==> src/rtl/vlc_pkg.sv <==
package vlc_pkg;
   localparam int REG_N = 6;

   // bit positions inside the one-hot region vector (order follows the frame)
   typedef enum int {
      RG_ACTIVE     = 0,
      RG_BOT_BORDER = 1,
      RG_BOT_BLANK  = 2,
      RG_VSYNC      = 3,
      RG_TOP_BLANK  = 4,
      RG_TOP_BORDER = 5
   } region_e;

   typedef logic [REG_N-1:0] region_t;
endpackage

==> src/rtl/vlc_line_index.sv <==
module vlc_line_index #(
   parameter int TOTAL = 262,
   parameter int IDX_W = 9
) (
   input  logic             clk,
   input  logic             rst_n,
   input  logic             adv,
   output logic [IDX_W-1:0] idx,
   output logic [IDX_W-1:0] idx_nxt,
   output logic             frame_pulse
);
   localparam logic [IDX_W-1:0] LAST = IDX_W'(TOTAL - 1);

   always_comb begin
      idx_nxt = idx;
      if (adv) idx_nxt = (idx == LAST) ? '0 : idx + 1'b1;
   end

   always_ff @(posedge clk or negedge rst_n) begin
      if (!rst_n) begin
         idx         <= '0;
         frame_pulse <= 1'b0;
      end else begin
         idx         <= idx_nxt;
         frame_pulse <= adv && (idx == LAST);
      end
   end
endmodule

==> src/rtl/vlc_count_map.sv <==
module vlc_count_map #(
   parameter int IDX_W     = 9,
   parameter int VC_W      = 8,
   parameter int JUMP_FROM = 'hEA,
   parameter int JUMP_TO   = 'hE5,
   parameter bit REG_COUNT = 1'b0
) (
   input  logic             clk,
   input  logic             rst_n,
   input  logic             adv,
   input  logic [IDX_W-1:0] idx,
   input  logic [IDX_W-1:0] idx_nxt,
   output logic [VC_W-1:0]  vcount
);
   localparam logic [IDX_W-1:0] FOLD_AT  = IDX_W'(JUMP_FROM);
   localparam logic [IDX_W-1:0] FOLD_OFS = IDX_W'(JUMP_FROM + 1 - JUMP_TO);

   function automatic logic [VC_W-1:0] fold(input logic [IDX_W-1:0] i);
      logic [IDX_W-1:0] t;
      t = (i > FOLD_AT) ? i - FOLD_OFS : i;
      return t[VC_W-1:0];
   endfunction

   generate
      if (REG_COUNT) begin : g_reg
         logic [VC_W-1:0] vc_q;
         always_ff @(posedge clk or negedge rst_n) begin
            if (!rst_n)   vc_q <= '0;
            else if (adv) vc_q <= fold(idx_nxt);
         end
         assign vcount = vc_q;
      end else begin : g_comb
         logic unused_ok;
         assign unused_ok = &{1'b0, clk, rst_n, adv, idx_nxt};
         assign vcount    = fold(idx);
      end
   endgenerate
endmodule

==> src/rtl/vlc_region_decode.sv <==
module vlc_region_decode
   import vlc_pkg::*;
#(
   parameter int IDX_W      = 9,
   parameter int ACTIVE     = 224,
   parameter int BOT_BORDER = 8,
   parameter int BOT_BLANK  = 3,
   parameter int VSYNC      = 3,
   parameter int TOP_BLANK  = 13,
   parameter int TOP_BORDER = 11
) (
   input  logic             clk,
   input  logic             rst_n,
   input  logic             adv,
   input  logic [IDX_W-1:0] idx,
   input  logic [IDX_W-1:0] idx_nxt,
   output region_t          region_hot,
   output logic             vblank,
   output logic             vint_en
);
   localparam int E1 = ACTIVE;
   localparam int E2 = E1 + BOT_BORDER;
   localparam int E3 = E2 + BOT_BLANK;
   localparam int E4 = E3 + VSYNC;
   localparam int E5 = E4 + TOP_BLANK;
   localparam int E6 = E5 + TOP_BORDER;
   localparam int EDGE [0:REG_N] = '{0, E1, E2, E3, E4, E5, E6};
   localparam logic [IDX_W-1:0] VBL_LINE = IDX_W'(ACTIVE);

   genvar k;
   generate
      for (k = 0; k < REG_N; k++) begin : g_rg
         if (k == 0) begin : g_first
            assign region_hot[k] = idx < IDX_W'(EDGE[1]);
         end else begin : g_mid
            assign region_hot[k] = (idx >= IDX_W'(EDGE[k])) && (idx < IDX_W'(EDGE[k+1]));
         end
      end
   endgenerate

   assign vint_en = (idx == VBL_LINE);

   always_ff @(posedge clk or negedge rst_n) begin
      if (!rst_n) begin
         vblank <= 1'b0;
      end else if (adv) begin
         if (idx_nxt == VBL_LINE) vblank <= 1'b1;
         else if (idx_nxt == '0)  vblank <= 1'b0;
      end
   end
endmodule

==> src/rtl/vline_counter.sv <==
module vline_counter
   import vlc_pkg::*;
#(
   parameter int ACTIVE     = 224,
   parameter int BOT_BORDER = 8,
   parameter int BOT_BLANK  = 3,
   parameter int VSYNC      = 3,
   parameter int TOP_BLANK  = 13,
   parameter int TOP_BORDER = 11,
   parameter int VC_W       = 8,
   parameter int JUMP_FROM  = 'hEA,
   parameter int JUMP_TO    = 'hE5,
   parameter bit REG_COUNT  = 1'b0
) (
   input  logic            clk,
   input  logic            rst_n,
   input  logic            line_adv,
   output logic [VC_W-1:0] vcount,
   output logic [5:0]      region_hot,
   output logic            vblank,
   output logic            vint_en,
   output logic            frame_start
);
   localparam int TOTAL = ACTIVE + BOT_BORDER + BOT_BLANK + VSYNC + TOP_BLANK + TOP_BORDER;
   localparam int IDX_W = $clog2(TOTAL);

   generate
      if ((JUMP_FROM + 1) + ((1 << VC_W) - JUMP_TO) != TOTAL) begin : g_bad_fold
         $error("count fold does not cover the frame length");
      end
      if (JUMP_TO > JUMP_FROM || ACTIVE > JUMP_FROM) begin : g_bad_jump
         $error("jump target or active length out of range");
      end
      if (JUMP_FROM + 1 != ACTIVE + BOT_BORDER + BOT_BLANK) begin : g_bad_sync
         $error("sync must start on the first line after the jump");
      end
      if (REG_N != 6) begin : g_bad_regions
         $error("region vector width mismatch");
      end
   endgenerate

   logic [IDX_W-1:0] idx, idx_nxt;
   region_t          rg;

   vlc_line_index #(.TOTAL(TOTAL), .IDX_W(IDX_W)) u_idx (
      .clk(clk), .rst_n(rst_n), .adv(line_adv),
      .idx(idx), .idx_nxt(idx_nxt), .frame_pulse(frame_start)
   );

   vlc_count_map #(
      .IDX_W(IDX_W), .VC_W(VC_W), .JUMP_FROM(JUMP_FROM),
      .JUMP_TO(JUMP_TO), .REG_COUNT(REG_COUNT)
   ) u_map (
      .clk(clk), .rst_n(rst_n), .adv(line_adv),
      .idx(idx), .idx_nxt(idx_nxt), .vcount(vcount)
   );

   vlc_region_decode #(
      .IDX_W(IDX_W), .ACTIVE(ACTIVE), .BOT_BORDER(BOT_BORDER), .BOT_BLANK(BOT_BLANK),
      .VSYNC(VSYNC), .TOP_BLANK(TOP_BLANK), .TOP_BORDER(TOP_BORDER)
   ) u_dec (
      .clk(clk), .rst_n(rst_n), .adv(line_adv), .idx(idx), .idx_nxt(idx_nxt),
      .region_hot(rg), .vblank(vblank), .vint_en(vint_en)
   );

   assign region_hot = rg;
endmodule

==> config.mk <==
export PLATFORM = sky130hd
export DESIGN_NAME = vline_counter
export DESIGN_NICKNAME = d
export VERILOG_FILES = /design/src/rtl/vlc_pkg.sv /design/src/rtl/vlc_line_index.sv /design/src/rtl/vlc_count_map.sv /design/src/rtl/vlc_region_decode.sv /design/src/rtl/vline_counter.sv
export SDC_FILE = /design/constraint.sdc
export NUM_CORES = 1
export LEC_CHECK = 0
export BUFFER_PORTS_ARGS = -buffer_cell sky130_fd_sc_hd__buf_4
export CAP_MARGIN = 5
export CORE_MARGIN = 1
export CORE_UTILIZATION = 40
export DETAILED_ROUTE_END_ITERATION = 8
export PLACE_DENSITY_LB_ADDON = 0.08
export RECOVER_POWER = 25
export SYNTH_ARGS = -nofsm -noshare
export SYNTH_HDL_FRONTEND = slang
export SYNTH_SLANG_ARGS = --single-unit
==> constraint.sdc <==
create_clock -name clk -period 4 [get_ports clk]
set_input_delay 0.2 -clock clk [delete_from_list [all_inputs] [get_ports clk]]
set_output_delay 0.2 -clock clk [all_outputs]
set_load 0.02 [all_outputs]
==> results.json, run 1 <==
{
  "synth_seq_cells": 11,
  "antenna_found_initial": 0,
  "synth.most_common_cell": "nand2_1",
  "reg2reg_depth": 6,
  "timing.fmax_mhz": 392.1,
  "cts_setup_buffers": 0,
  "die_h_um": 53.78,
  "r2r_start": "u_idx.idx[2]",
  "start_kind": "flop",
  "layout-drive-gt1-share_pct": 17.24,
  "ys_seq_area_share_pct": 25.67,
  "grt_pass1_wl_um": 3933,
  "drt-initial-drc-count": 18,
  "met2_usage_pct": 30.45,
  "power.density_nw_per_um2": 671.3,
  "hp-class": "input port to flop",
  "num_antenna_cells": 0,
  "fill_cells": 251,
  "cts.htree.levels": 1,
  "fin_crit_ns": 2.551,
  "worstSkewPairLatency_ns": 0.27,
  "setup_viol": 0,
  "cts_tree": "built",
  "postSynth.asyncResetShare_pct": 100.0,
  "ios": 20,
  "cpMostUsedCell": "inv_1",
  "crit_path_max_incr_delay_ns": 0.56,
  "rsz0062_at_grt": "false",
  "max_slew_margin_pct": 59.57,
  "syn_area_um2": 1072,
  "synth.top_cell.area_share_pct": 25.67,
  "grt_max_degree": 16,
  "timing.final.ws_setup_ns": 1.449,
  "vias": 945,
  "crit_path_max_fanout": 13,
  "synth_edf_count": 0,
  "fin_nets": 156,
  "crit_buf_inv": 3,
  "grtUsageMet1_pct": 25.42,
  "clockRootBuffer": "clkbuf_4",
  "synthToLayoutAreaGrowth_pct": 11.90,
  "path_delay_family": "flip-flops",
  "hold_start": "line_adv",
  "overflow": 0,
  "yosys_warnings": 0,
  "vdd_drop_max_uv": 348.7,
  "core_um2": 2500,
  "gr-usage-all-layers_pct": 19.23,
  "synth_largest_area_cell": "dfrtp_1",
  "hpwl_um": 1762,
  "cts_buffers": 3,
  "period_share_pct": 63.76,
  "r2r_end": "u_dec.vblank",
  "tns_ns": 0,
  "numClockSinks": 11,
  "dieArea_um2": 2892,
  "wl_per_cell_um": 13.83,
  "cp_slowest_cell": "dfrtp_1",
  "synth_flop_cell": "dfrtp_1",
  "worstSetupPathType": "flop to output pin",
  "worstSetupEndpointType": "output pin",
  "grt_use_met3_pct": 5.085,
  "initial_core_util_pct": 42.89,
  "power.leakage_nw": 0.5231,
  "drc": 0,
  "synthCells": 130,
  "finalClockSkew_ns": 0.003087,
  "grt_pass1_vias": 842,
  "ys_types": 41,
  "synth_common_cells": "nand2_1, dfrtp_1, nor2_1, nand3_1, xnor2_1",
  "num_rows": 18,
  "io_buffers": 19,
  "place.gp.congestion": 0.7637,
  "ant_nets": 0,
  "grt-busiest-layer": "met2",
  "fp.dieW_um": 53.78,
  "cts_resized": 0,
  "cts.clk_slew.worst_paths_ns": 0.07,
  "firstDrtPassIters": 4,
  "pre_cts_ws_ns": 1.748,
  "via_per_inst": 5.400,
  "wl_um": 2420,
  "synth_nets": 140,
  "hold_path_end": "u_idx.idx[1]",
  "ff2ff_setup_slack_ns": 1.84,
  "cts_buffer_depth": 2,
  "cp_cell_sequence": "inv_1 -> ha_1 -> inv_1 -> a31oi_1 -> o21bai_1 -> nand3_1 -> xnor2_1 -> buf_4",
  "maxSlewViolCount": 0,
  "hold_depth": 2,
  "ys_top_cells_by_area": "dfrtp_1, ha_1, xnor2_1",
  "syn_avg_cell_area_um2": 8.248,
  "worst-slew-pin-transition_ns": 0.6064,
  "drv_cap": 0,
  "holdBufCountCts": 1,
  "status": "complete, no violations",
  "critPathRequiredTime_ns": 3.80,
  "arrival_ns": 2.35,
  "hold_viol": 0
}
[cell usage in the layout, fill, tap and decap left out, types with 4 or more instances in the layout]
cell     count
xor2_1       4
dfrtp_1     11
nand3_1      9
nand2_1     16
nor3_1       5
xnor2_1      9
ha_1         7
buf_4       18
nor2_1      11
inv_1        8
o21ai_0      4
[stage by stage]
step           power, mW  cell area, µm²  hold slack, ns  utilization, %  std cells
3_5_place_dp      0.7289            1167         0.04094           46.70        170
6_report          0.8054            1200          0.2237           48.00        175
5_1_grt           0.8781            1200          0.2232           48.00        175
2_1_floorplan     0.6411            1072        -0.09559               -        130
3_3_place_gp      0.7256            1167         0.04247           46.70        170
4_1_cts           0.8081            1204          0.2108           48.15        175
[layout make-up]
class | count | area, µm² | area share, %
Clock buffer | 4 | 26.28 | 2.190
Inverter | 8 | 30.03 | 2.503
Multi-Input combinational cell | 102 | 681.9 | 56.83
Sequential cell | 11 | 275.3 | 22.94
Tap cell | 30 | 37.54 | 3.128
Timing Repair Buffer | 20 | 148.9 | 12.41
[routing by layer]
layer | routed length [µm] | vias to the layer above | part of all wire, %
met5 | 0 | - | 0
met4 | 19 | 0 | 0.79
met3 | 96 | 2 | 4.0
met2 | 1108 | 20 | 46
met1 | 1196 | 439 | 49
li1 | - | 484 | -
[registers in the layout (all words and copies together) (netlist names)]
signal	cells
u_idx.idx	9
u_dec.vblank	1
u_idx.frame_pulse	1
[worst register-to-register path: cells and delay by family, from the launching register on]
| family | cells | cell delay, ns |
|---|---|---|
| AND/OR/NAND/NOR | 1 | 0.19 |
| adder cells (fa/ha/maj) | 1 | 0.32 |
| XOR/XNOR | 1 | 0.22 |
| flip-flops | 1 | 0.56 |
| AO/OA/AOI/OAI | 2 | 0.43 |
| multiplexers | 1 | 0.32 |
[where the power goes]
part / internal (mW) / switching, mW
logic: 0.201 / 0.249
clock network: 0.0387 / 0.0379
registers: 0.148 / 0.131
total: 0.388 / 0.418
[worst max-delay path by stage]
| stage | startpoint | to | depth (start not counted) |
|---|---|---|---|
| after floorplan | u_idx.idx[1] | region_hot[5] | 4 |
| after global placement | u_idx.idx[2] | vcount[6] | 8 |
| after detailed placement | u_idx.idx[2] | vcount[6] | 8 |
| after CTS | u_idx.idx[2] | vcount[6] | 8 |
| after global routing | u_idx.idx[2] | vcount[6] | 8 |
| final | u_idx.idx[2] | vcount[6] | 8 |
[kinds of logic after synthesis]
family                   share of synthesized area, %
AND/OR/NAND/NOR                                 27.31
flip-flops                                      25.67
adder cells (fa/ha/maj)                         8.168
AO/OA/AOI/OAI                                   15.17
multiplexers                                    2.333
buffers and inverters                           10.74
XOR/XNOR                                        10.62
No activity file was read; power rests on OpenSTA's default activity.
==> run 2: changes to the inputs <==
==> constraint.sdc (replaced) <==
create_clock -name clk -period 2.4 [get_ports clk]
set_input_delay 0.12 -clock clk [delete_from_list [all_inputs] [get_ports clk]]
set_output_delay 0.12 -clock clk [all_outputs]
set_load 0.02 [all_outputs]
==> run 2 against run 1 <==
Net effect:
- die area stayed put
- critical path depth is 2 lower
- non-clock buffer count is 6 higher
- critical endpoint is now vcount[7]
- highest routed layer unchanged
==> results.json, run 2 (synthesis results as in run 1) <==
{
  "status": "complete, no violations",
  "timing.final.ws_setup_ns": 0.1700,
  "wl_per_cell_um": 14.04,
  "cts.htree.levels": 1,
  "rsz0062_at_grt": "false",
  "wl_um": 2542,
  "cts_setup_buffers": 0,
  "via_per_inst": 5.376,
  "multiInputGateArea_um2": 684.4,
  "fin_nets": 162,
  "r2r_start": "u_idx.idx[0]",
  "worst-slew-pin-transition_ns": 0.6415,
  "top_regs": "u_idx.idx: 9 flops, u_dec.vblank: 1 flops, u_idx.frame_pulse: 1 flops",
  "cts.clk_slew.worst_paths_ns": 0.07,
  "max_slew_margin_pct": 57.23,
  "antenna_found_initial": 0,
  "hold_viol": 0,
  "final_cell_mix": "buf_4, nand2_1, nor2_1",
  "cts_tree": "built",
  "place_area_um2": 1212,
  "hpwl_um": 1875,
  "dieArea_um2": 2892,
  "power.leakage_nw": 0.5510,
  "firstDrtPassIters": 4,
  "finalClockSkew_ns": 0.002826,
  "drc": 0,
  "place.gp.congestion": 0.8503,
  "setup_viol": 0,
  "arrival_ns": 2.11,
  "fp.dieW_um": 53.78,
  "pre_cts_ws_ns": 0.3013,
  "vias": 973,
  "vdd_drop_max_uv": 651.8,
  "grt_max_degree": 13,
  "drt-initial-drc-count": 12,
  "overflow": 0,
  "maxSlewViolCount": 0,
  "cts_buffer_depth": 2,
  "final-seq-area_um2": 276.5,
  "grt_pass1_wl_um": 4126,
  "regMostFlops": "u_idx.idx",
  "fin_crit_ns": 2.230,
  "fin_util_pct": 49.95,
  "fill_cells": 260,
  "start_kind": "flop",
  "clockRootBuffer": "clkbuf_4",
  "layout_commonest_cell": "buf_4",
  "cts_buffers": 3,
  "ios": 20,
  "grt_pass1_vias": 856,
  "worstSkewPairLatency_ns": 0.27,
  "hold_start": "line_adv",
  "num_rows": 18,
  "period_share_pct": 92.92,
  "timing.fmax_mhz": 448.4,
  "hp-class": "input port to flop",
  "crit_path_max_fanout": 9,
  "numClockSinks": 11,
  "drv_cap": 0,
  "tns_ns": 0,
  "power.density_nw_per_um2": 1133,
  "worstSetupPathType": "flop to output pin",
  "synthToLayoutAreaGrowth_pct": 16.45,
  "io_buffers": 19,
  "gr-usage-all-layers_pct": 20.38,
  "crit_start": "u_idx.idx[1]",
  "critPathRequiredTime_ns": 2.28,
  "ant_nets": 0,
  "num_antenna_cells": 0,
  "initial_core_util_pct": 42.89,
  "stdcell_area_um2": 1249,
  "core_um2": 2500,
  "die_h_um": 53.78,
  "largest_reg_flops": 9,
  "worstSetupEndpointType": "output pin",
  "layout-drive-gt1-share_pct": 21.85
}
==> run 2: cell types whose count changed in the layout (fill, tap and decap cells not counted) <==
cell / change
buf_4: +6
dfrtp_1: -1
ha_2: +1
ha_1: -1
dfrtp_2: +1
==> run 2: cell type report <==
class                           count  share of cell area, %
Multi-Input combinational cell    102                  54.81
Timing Repair Buffer               26                  15.53
Inverter                            8                  2.405
Tap cell                           30                  3.006
Sequential cell                    11                  22.14
Clock buffer                        4                  2.104
==> run 2: worst max-delay path, stage by stage, from the launching register on <==
cell and delay [ns]:
dfrtp_2 0.47, ha_2 0.24, or4b_1 0.48, nand2b_1 0.20, nor2_1 0.12, xor2_1 0.16, buf_4 0.16
==> run 2: path summary, 6_finish.rpt <==
path	endpoint	slack [ns]	depth (start not counted)
max in group asynchronous	u_idx.idx[1]	1.57	2
max reg2reg	u_dec.vblank	0.29	7
min reg2reg	u_dec.vblank	0.63	1
max	vcount[7]	0.17	6
min in group asynchronous	u_idx.frame_pulse	0.38	2
min	u_idx.idx[1]	0.14	2
==> run 2: what timing repair did <==
item	in CTS	in global routing
hold endpoints to repair	11	0
gates resized for setup	0	2
setup endpoints to repair	0	1
hold buffers	1	0
==> run 2: report_power, final <==
part	switching [mW]	internal, mW	leakage, nW
Clock	0.0633	0.0645	0.0150
Combinational	0.486	0.385	0.400
Sequential	0.165	0.250	0.136
==> run 2: per-layer routing <==
layer | share of wire [%] | up-vias | GRT usage, %
met2 | 47 | 22 | 31.69
li1 | - | 494 | -
met4 | 0.55 | 0 | 4.825
met1 | 49 | 455 | 27.26
met5 | 0 | - | 0
met3 | 3.3 | 2 | 6.215
==> run 2: through the flow <==
step / total power [mW] / instances / hold WS (ns)
2_1_floorplan: 1.069 / 130 / -0.1756
3_3_place_gp: 1.271 / 176 / -0.03681
3_5_place_dp: 1.282 / 176 / -0.03514
4_1_cts: 1.418 / 181 / 0.1326
5_1_grt: 1.542 / 181 / 0.1342
6_report: 1.414 / 181 / 0.1377
